### src/rtl/fp_pkg.sv
package fp_pkg;

  typedef enum logic [1:0] {
    FLT_IGNORE   = 2'd0,
    FLT_IMMED    = 2'd1,
    FLT_AT_ZERO  = 2'd2,
    FLT_FLAGONLY = 2'd3
  } faultMode_t;

  typedef enum logic [1:0] {
    PRK_OFF   = 2'd0,
    PRK_FAULT = 2'd1,
    PRK_DEBUG = 2'd2,
    PRK_ANY   = 2'd3
  } parkMode_t;

  typedef struct packed {
    logic syncEn;
    logic cntEn;
    logic parkSel;
  } ctrlStrobe_t;

endpackage

### src/rtl/fp_datapath.sv
module fp_datapath
  import fp_pkg::*;
#(
  parameter int CNT_W  = 8,
  parameter int NUM_CH = 3
) (
  input  logic                  clk,
  input  logic                  rstN,
  input  ctrlStrobe_t           strobe,
  input  logic                  faultIn,
  input  logic                  faultActLow,
  input  logic [NUM_CH-1:0]     pwmIn,
  input  logic [NUM_CH-1:0]     pwmCompIn,
  input  logic [2*NUM_CH-1:0]   parkLevels,
  output logic                  faultAct,
  output logic                  cntZero,
  output logic [CNT_W-1:0]      count,
  output logic [NUM_CH-1:0]     pwmOut,
  output logic [NUM_CH-1:0]     pwmCompOut
);

  localparam int SYNC_DEPTH = 2;
  localparam logic [CNT_W-1:0] CNT_ONE = CNT_W'(1);

  logic [SYNC_DEPTH-1:0] syncQ;
  logic                  faultNorm;

  // Polarity is folded in before the first flop so reset means "inactive".
  assign faultNorm = faultIn ^ faultActLow;

  always_ff @(posedge clk or negedge rstN) begin
    if (!rstN) begin
      syncQ <= '0;
    end else if (strobe.syncEn) begin
      syncQ <= {syncQ[SYNC_DEPTH-2:0], faultNorm};
    end
  end

  assign faultAct = syncQ[SYNC_DEPTH-1];

  always_ff @(posedge clk or negedge rstN) begin
    if (!rstN) begin
      count <= '0;
    end else if (strobe.cntEn) begin
      count <= count + CNT_ONE;
    end
  end

  assign cntZero = (count == '0);

  // One forcing mux per channel pair.
  for (genvar ch = 0; ch < NUM_CH; ch++) begin : g_chan
    always_comb begin
      if (strobe.parkSel) begin
        pwmOut[ch]     = parkLevels[2*ch];
        pwmCompOut[ch] = parkLevels[2*ch+1];
      end else begin
        pwmOut[ch]     = pwmIn[ch];
        pwmCompOut[ch] = pwmCompIn[ch];
      end
    end
  end

  AST_CNT_STEP: assert property (@(posedge clk) disable iff (!rstN)
    strobe.cntEn |=> count == $past(count) + CNT_ONE);
  AST_CNT_FROZEN: assert property (@(posedge clk) disable iff (!rstN)
    !strobe.cntEn |=> $stable(count));
  AST_SYNC_FROZEN: assert property (@(posedge clk) disable iff (!rstN)
    !strobe.syncEn |=> $stable(faultAct));

endmodule

### src/rtl/fp_control.sv
module fp_control
  import fp_pkg::*;
(
  input  logic        clk,
  input  logic        rstN,
  input  logic        modeWrEn,
  input  logic        modeWrData,
  input  faultMode_t  faultMode,
  input  parkMode_t   parkMode,
  input  logic        flagClr,
  input  logic        dbgHalt,
  input  logic        faultAct,
  input  logic        cntZero,
  output ctrlStrobe_t strobe,
  output logic        runMode,
  output logic        faultFlag,
  output logic        parkActive
);

  logic flagSet;
  logic hwStop;
  logic zeroHold;
  logic parkOnFault;
  logic parkOnDebug;

  assign flagSet  = runMode && (faultMode != FLT_IGNORE) && faultAct;
  assign hwStop   = runMode && (faultMode == FLT_IMMED) && faultAct;
  assign zeroHold = (faultMode == FLT_AT_ZERO) && (faultFlag || faultAct) && cntZero;

  always_ff @(posedge clk or negedge rstN) begin
    if (!rstN) begin
      runMode <= 1'b0;
    end else if (modeWrEn) begin
      runMode <= modeWrData;
    end else if (hwStop) begin
      runMode <= 1'b0;
    end
  end

  // Set beats clear when both land on the same edge.
  always_ff @(posedge clk or negedge rstN) begin
    if (!rstN) begin
      faultFlag <= 1'b0;
    end else if (flagSet) begin
      faultFlag <= 1'b1;
    end else if (flagClr) begin
      faultFlag <= 1'b0;
    end
  end

  assign parkOnFault = (parkMode == PRK_FAULT || parkMode == PRK_ANY) && faultFlag;
  assign parkOnDebug = (parkMode == PRK_DEBUG || parkMode == PRK_ANY) && dbgHalt;
  assign parkActive  = parkOnFault || parkOnDebug;

  always_comb begin
    strobe.syncEn  = runMode;
    strobe.cntEn   = runMode && !zeroHold;
    strobe.parkSel = parkActive;
  end

  AST_FLAG_SET: assert property (@(posedge clk) disable iff (!rstN)
    (runMode && faultMode != FLT_IGNORE && faultAct) |=> faultFlag);
  AST_SET_WINS: assert property (@(posedge clk) disable iff (!rstN)
    (flagClr && faultFlag && runMode && faultMode != FLT_IGNORE && faultAct) |=> faultFlag);
  AST_IMM_STOP: assert property (@(posedge clk) disable iff (!rstN)
    (runMode && faultMode == FLT_IMMED && faultAct && !modeWrEn) |=> !runMode);
  AST_IDLE_NO_FLAG: assert property (@(posedge clk) disable iff (!rstN)
    (!runMode && !faultFlag) |=> !faultFlag);
  AST_FLAGONLY_RUN: assert property (@(posedge clk) disable iff (!rstN)
    (runMode && faultMode == FLT_FLAGONLY && !modeWrEn) |=> runMode);

endmodule

### src/rtl/fault_park_top.sv
module fault_park_top
  import fp_pkg::*;
#(
  parameter int CNT_W  = 8,
  parameter int NUM_CH = 3
) (
  input  logic                clk,
  input  logic                rstN,
  input  logic                modeWrEn,
  input  logic                modeWrData,
  input  logic [1:0]          faultCtl,
  input  logic                faultActLow,
  input  logic                flagClr,
  input  logic [1:0]          parkCtl,
  input  logic [2*NUM_CH-1:0] parkLevels,
  input  logic                faultIn,
  input  logic                dbgHalt,
  input  logic [NUM_CH-1:0]   pwmIn,
  input  logic [NUM_CH-1:0]   pwmCompIn,
  output logic [NUM_CH-1:0]   pwmOut,
  output logic [NUM_CH-1:0]   pwmCompOut,
  output logic                runMode,
  output logic [CNT_W-1:0]    count,
  output logic                faultFlag,
  output logic                parkActive
);

  ctrlStrobe_t strobe;
  logic        faultAct;
  logic        cntZero;

  fp_control u_ctrl (
    .clk        (clk),
    .rstN       (rstN),
    .modeWrEn   (modeWrEn),
    .modeWrData (modeWrData),
    .faultMode  (faultMode_t'(faultCtl)),
    .parkMode   (parkMode_t'(parkCtl)),
    .flagClr    (flagClr),
    .dbgHalt    (dbgHalt),
    .faultAct   (faultAct),
    .cntZero    (cntZero),
    .strobe     (strobe),
    .runMode    (runMode),
    .faultFlag  (faultFlag),
    .parkActive (parkActive)
  );

  fp_datapath #(
    .CNT_W  (CNT_W),
    .NUM_CH (NUM_CH)
  ) u_dp (
    .clk         (clk),
    .rstN        (rstN),
    .strobe      (strobe),
    .faultIn     (faultIn),
    .faultActLow (faultActLow),
    .pwmIn       (pwmIn),
    .pwmCompIn   (pwmCompIn),
    .parkLevels  (parkLevels),
    .faultAct    (faultAct),
    .cntZero     (cntZero),
    .count       (count),
    .pwmOut      (pwmOut),
    .pwmCompOut  (pwmCompOut)
  );

  AST_ZERO_HOLD: assert property (@(posedge clk) disable iff (!rstN)
    (runMode && faultCtl == 2'd2 && faultFlag && count == '0) |=> count == '0);
  AST_PARK_IDLE: assert property (@(posedge clk) disable iff (!rstN)
    (parkCtl == 2'd0) |-> !parkActive);

endmodule

### config.mk
export PLATFORM = sky130hd
export DESIGN_NAME = fault_park_top
export DESIGN_NICKNAME = d
export VERILOG_FILES = /design/src/rtl/fp_pkg.sv /design/src/rtl/fp_datapath.sv /design/src/rtl/fp_control.sv /design/src/rtl/fault_park_top.sv
export SDC_FILE = /design/constraint.sdc
export NUM_CORES = 1
export LEC_CHECK = 0
export BUFFER_PORTS_ARGS = -buffer_cell sky130_fd_sc_hd__clkbuf_2
export CORE_AREA = 2 2 41 43
export CTS_BUF_LIST = sky130_fd_sc_hd__clkbuf_4 sky130_fd_sc_hd__clkbuf_8
export DETAILED_ROUTE_END_ITERATION = 10
export DIE_AREA = 0 0 43 45
export GPL_ROUTABILITY_DRIVEN = 0
export GPL_TIMING_DRIVEN = 0
export PLACE_DENSITY = 0.89
export SETUP_SLACK_MARGIN = 0.15
export SYNTH_ARGS = -nofsm -noshare
export SYNTH_HDL_FRONTEND = slang
export SYNTH_SLANG_ARGS = --single-unit
### constraint.sdc
create_clock -name clk -period 4.5 [get_ports clk]
set_clock_uncertainty 0.1 [all_clocks]
set_input_delay 1.125 -clock clk [delete_from_list [all_inputs] [get_ports clk]]
set_output_delay 1.125 -clock clk [all_outputs]
set_load 0.05 [all_outputs]
==> results_dict.tcl, run 1 <==
set metrics [dict create \
    die-area_um2 1940 \
    io_buffers 40 \
    antenna_found_initial 0 \
    yosysTopAreaCell "dfrtp_1" \
    synthArstFlopShare_pct 100 \
    synthesis.nets 85 \
    drt-vias-per-instance 5.17 \
    netlist.area_leader.share_pct 44.7 \
    crit_chain "clkbuf_2, a22oi_1, mux2_2, clkbuf_2" \
    dp.cells 115 \
    r2r-start "u_dp.count[0]" \
    synth_area_per_cell_um2 11.4 \
    hpwlAfterDp_um 1250 \
    slew_viol_final 0 \
    grt_pass1_wl_um 2220 \
    final-setup-viol-count 0 \
    critPathKind "primary input to output pin" \
    route.detailed.drc 0 \
    clock_sink_count 12 \
    hp-class "flop to flop" \
    status "finished, final reports clean" \
    crit_family "compound AO/OA/AOI/OAI gates" \
    die_h_um 45 \
    ys_types 26 \
    clock_latency_ns 0.26 \
    cts_buffer_depth 2 \
    cpMaxStageDelayCell "a22oi_1" \
    fp-row-count 14 \
    syn_inst 59 \
    cp-end-kind "output pin" \
    worst_pin_slew_ns 0.660 \
    fin_area_um2 915 \
    final_hold_viol_count 0 \
    post_cts_buffers 0 \
    dr.pass1.iters 4 \
    syn_area_um2 672 \
    cp_common_cell "clkbuf_2" \
    yosys_warnings 0 \
    nets 130 \
    worstPathArrival_ns 2.39 \
    crit_path_max_fanout 7 \
    core-area_um2 1470 \
    overflow 0 \
    die_w_um 43 \
    multi_input_area_um2 353 \
    grt_use_total_pct 16.4 \
    crit_start "parkCtl[0]" \
    vias 610 \
    setup.worst_path.start_class "primary input" \
    area_delta_synth_final_pct 36.1 \
    period_share_pct 80.4 \
    cp.required_ns 3.27 \
    ys_top_cells_by_area "dfrtp_1 (45%), mux2_2 (12%), xnor2_1 (6.5%)" \
    diodes 0 \
    pin_count 41 \
    synth-seq-area-share_pct 44.7 \
    cts_tree "built" \
    drv_cap 0 \
    max_stage_delay_ns 0.54 \
    clk_pin_slew_ns 0.07 \
    rsz0062_at_grt "no" \
    n_fill_cell 127 \
    max_freq_mhz 277 \
    placed_cell_area_um2 892 \
    worst-path-buf-inv 2 \
    synth_edf_count 0 \
    grt_max_degree 13 \
    drt-initial-drc-count 5 \
    finalWirelength_um 1450 \
    hp-start "u_dp.count[7]" \
    finalPower_mw 0.536 \
    cts_resized 0 \
    seq_area_um2 300 \
    wl_per_cell_um 12.3 \
    numCtsBuffers 3 \
    final_cells 118 \
    cts.htree.levels 1 \
    clock-root-buffer "clkbuf_4" \
    start_util_pct 45.7 \
    drive_gt1_share_pct 54.9 \
    postLayoutCoreUtil_pct 62.2 \
    ant_nets 0 \
    relSlewSlack_pct 56.0 \
    fin_setup_tns_ns 0 \
    yosysMostFrequentCell "dfrtp_1" \
    ys_ff_latch 12 \
    leakage_nw 0.489 \
    synthTopCellsByCount "dfrtp_1 (12), mux2_2 (7), xnor2_1 (5), inv_1 (4), nand2_1 (4)" \
    pwr_density_cell_nw_per_um2 586 \
    ir_worst_vdd_mv 0.385 \
    cts_hold_buf 0 \
    fin_crit_ns 3.62 \
    synth-main-ff-cell "dfrtp_1" \
    grt_pass1_vias 557 \
]
-- power breakdown --
part | internal [mW] | switching, mW
registers | 0.142 | 0.0432
logic | 0.0879 | 0.200
clock network | 0.0309 | 0.0314
total | 0.261 | 0.275
-- cell families (layout without fill, tap and decap cells) --
group                      count (synthesis)  count (layout)  synth area share [%]
xor gates and xnor gates                   7               7                  9.12
and+or+nand+nor                           18              18                  16.4
muxes                                      8               8                  14.0
DFF                                       12              12                  44.7
buffers and inverters                      5              48                  2.79
adders and majority gates                  2               2                  3.72
AOI/OAI and AO/OA                          7               7                  9.31
-- cell usage in the layout (no fill, tap or decap), drive strengths merged --
master,count
nand2,4
a22oi,1
nand3,1
nand3b,1
and3,2
ha,2
xor2,2
a21oi,1
xnor2,5
nand4,2
dfrtp,12
inv,4
or2,1
nand2b,1
or4b,1
o21ai,3
mux2,8
nor4,1
and4,1
clkbuf,44
or3,1
o211ai,1
o41ai,1
nor2,2
-- layout make-up --
class / count / area share, %
sequential: 12 / 32.8
multi-input combinational: 42 / 38.6
buffer: 1 / 0.410
timing repair buffer: 40 / 21.9
inverter: 4 / 1.64
clock buffer: 3 / 2.46
tap: 16 / 2.19
-- registers in the layout, indices dropped and copies added, names as in the netlist --
name,count
u_dp.syncQ,2
u_ctrl.faultFlag,1
u_dp.count,8
u_ctrl.runMode,1
-- final timing paths --
check / endpoint / slack (ns) / cells past startpoint
setup / recovery: pwmCompOut[2] / 0.88 / 4
hold / removal: u_dp.count[7] / 0.40 / 1
setup reg to reg: u_dp.count[1] / 2.39 / 5
hold reg to reg: u_dp.count[7] / 0.40 / 1
max in group asynchronous: u_dp.count[1] / 3.45 / 1
min in group asynchronous: u_dp.count[4] / 0.63 / 1
-- layer usage --
| layer | vias up | global-route usage, % | wire, um |
|---|---|---|---|
| li1 | 298 | - | - |
| met1 | 279 | 15.6 | 545 |
| met2 | 33 | 32.7 | 760 |
| met3 | 0 | 4.40 | 139 |
| met4 | 0 | 7.27 | 0 |
| met5 | - | 0 | 0 |
-- through the flow --
stage	setup WS, ns	hold slack, ns
2_1_floorplan	1.19	0.380
3_3_place_gp	0.939	0.382
3_5_place_dp	0.878	0.395
4_1_cts	0.873	0.409
5_1_grt	0.791	0.438
6_report	0.883	0.404
Note: power is estimated with default switching activity, not from simulation.
==> run 2: changes to the inputs <==
Settings changed: CORE_AREA 2 2 41 43 to 2 2 45 47, DIE_AREA 0 0 43 45 to 0 0 47 49, PLACE_DENSITY 0.89 to 0.79.
Clock period 4.5 ns to 3.3 ns, I/O delays scaled along.
==> run 2 against run 1 <==
Critical path type unchanged; largest cell class unchanged; global-route usage down 1.4 points; final cell count grew 10%; sequential power increased by 36%; register-to-register slack got worse by 1.2 ns; total power grew 42%; non-clock buffer count stayed put; cell area is 3.0% higher.
==> results_dict.tcl, run 2 (synthesis gave the netlist of run 1 again) <==
set metrics [dict create \
    cp-end-kind "output pin" \
    cts_hold_buf 0 \
    cts_buffer_depth 2 \
    numCtsBuffers 3 \
    clock-root-buffer "clkbuf_4" \
    critPathKind "primary input to output pin" \
    setup.worst_path.start_class "primary input" \
    relSlewSlack_pct 57.8 \
    p_sw_mw 0.382 \
    area_delta_synth_final_pct 40.2 \
    grt_max_degree 13 \
    grt_pass1_vias 588 \
    overflow 0 \
    hp-class "primary input to async pin" \
    pwr-share-seq_pct 33.2 \
    clock_latency_ns 0.27 \
    worst_pin_slew_ns 0.634 \
    p_int_mw 0.381 \
    cts_resized 0 \
    grt_use_total_pct 15.0 \
    leakage_nw 0.496 \
    final_hold_viol_count 0 \
    crit_chain "clkbuf_2, a22oi_1, mux2_2, clkbuf_2" \
    cp.required_ns 2.37 \
    final_cell_mix "clkbuf_2 (40), dfrtp_1 (12), mux2_2 (7)" \
    dr.pass1.iters 2 \
    max_stage_delay_ns 0.53 \
    cp_common_cell "clkbuf_2" \
    die_w_um 47 \
    ir_worst_vdd_mv 0.543 \
    fin_crit_ns 3.01 \
    drv_cap 0 \
    final-setup-viol-count 0 \
    fp-row-count 16 \
    post_cts_buffers 0 \
    rsz0062_at_grt "no" \
    worstPathArrival_ns 2.09 \
    worst-path-buf-inv 2 \
    cts_tree "built" \
    drt-initial-drc-count 3 \
    finalPower_mw 0.763 \
    finalWirelength_um 1540 \
    period_share_pct 91.3 \
    die_h_um 49 \
    p_sw_share_pct 50.1 \
    die-area_um2 2300 \
    ant_nets 0 \
    clk_pin_slew_ns 0.07 \
    drt-vias-per-instance 4.75 \
    pwr-share-comb_pct 51.7 \
    wl_per_cell_um 11.8 \
    crit_path_max_fanout 7 \
    pwr_density_cell_nw_per_um2 810 \
    cts.htree.levels 1 \
    route.detailed.drc 0 \
    vias 618 \
    drive_gt1_share_pct 55.3 \
    top_register "u_dp.count" \
    diodes 0 \
    layout_commonest_cell "clkbuf_2" \
    fin_setup_tns_ns 0 \
    largest_registers "u_dp.count: 8 flops, u_dp.syncQ: 2 flops" \
    pin_count 41 \
    clock_sink_count 12 \
    crit_family "compound AO/OA/AOI/OAI gates" \
    clockPowerShare_pct 15.2 \
    max_freq_mhz 332 \
    nets 130 \
    start_util_pct 36.5 \
    cpMaxStageDelayCell "a22oi_1" \
    n_fill_cell 189 \
    status "finished, final reports clean" \
    antenna_found_initial 0 \
    slew_viol_final 0 \
    core-area_um2 1840 \
    largest_reg_flops 8 \
    io_buffers 40 \
    hpwlAfterDp_um 1300 \
    grt_pass1_wl_um 2310 \
]
==> run 2: cell types whose count changed in the layout (fill, tap and decap cells not counted), sizes merged <==
cell    delta
clkbuf     +1
==> run 2: power groups by stage <==
| stage | clock (mW) | sequential [mW] | combinational (mW) |
|---|---|---|---|
| finish | 0.116 | 0.253 | 0.394 |
| global route | 0.131 | 0.262 | 0.418 |
| CTS | 0.120 | 0.253 | 0.398 |
| detailed placement | 0 | 0.256 | 0.396 |
| global placement | 0 | 0.253 | 0.387 |
| floorplan | 0 | 0.385 | 0.166 |
==> run 2: per-stage QoR <==
stage          util [%]  hold slack, ns  area [um2]  setup slack, ns  instances
6_report           51.2           0.323         942            0.288        130
5_1_grt            51.2           0.326         942            0.221        130
4_1_cts            51.2           0.324         942            0.281        130
3_5_place_dp       49.2           0.385         906            0.282        126
3_3_place_gp       49.2           0.384         906            0.354        126
2_1_floorplan         -           0.380         672            0.595         59
==> run 2: path summary, 6_finish.rpt <==
path                          startpoint          endpoint  slack, ns  cells past startpoint
setup / recovery              parkCtl[0]     pwmCompOut[2]       0.29                      4
hold / removal                      rstN     u_dp.count[5]       0.32                      1
setup reg to reg           u_dp.count[0]     u_dp.count[1]       1.21                      5
hold reg to reg            u_dp.count[7]     u_dp.count[7]       0.39                      1
max in group asynchronous           rstN  u_ctrl.faultFlag       2.55                      1
min in group clk           u_dp.count[7]     u_dp.count[7]       0.39                      1
==> run 2: per-layer routing <==
metal,wire (um),up-vias,global-route usage (%)
li1,-,296,-
met1,551,285,13.0
met2,818,33,27.4
met3,125,4,3.33
met4,43,0,11.1
met5,0,-,0
==> run 2: area by class of cell <==
class | instances | area, um2 | area share, %
multi-input combinational | 42 | 353 | 37.5
sequential | 12 | 300 | 31.9
timing repair buffer | 40 | 200 | 21.2
clock buffer | 4 | 36.3 | 3.85
tap | 27 | 33.8 | 3.59
inverter | 4 | 15.0 | 1.59
buffer | 1 | 3.75 | 0.398
==> run 2: worst reg2reg max path, delay by kind of cell, from the launching register on <==
kind	cells	cell delay, ns
AO/OA/AOI/OAI	1	0.43
adder cells (fa/ha/maj)	1	0.14
buffers and inverters	1	0.08
flip-flops	1	0.43
multiplexers	1	0.33
AND/OR/NAND/NOR	1	0.48
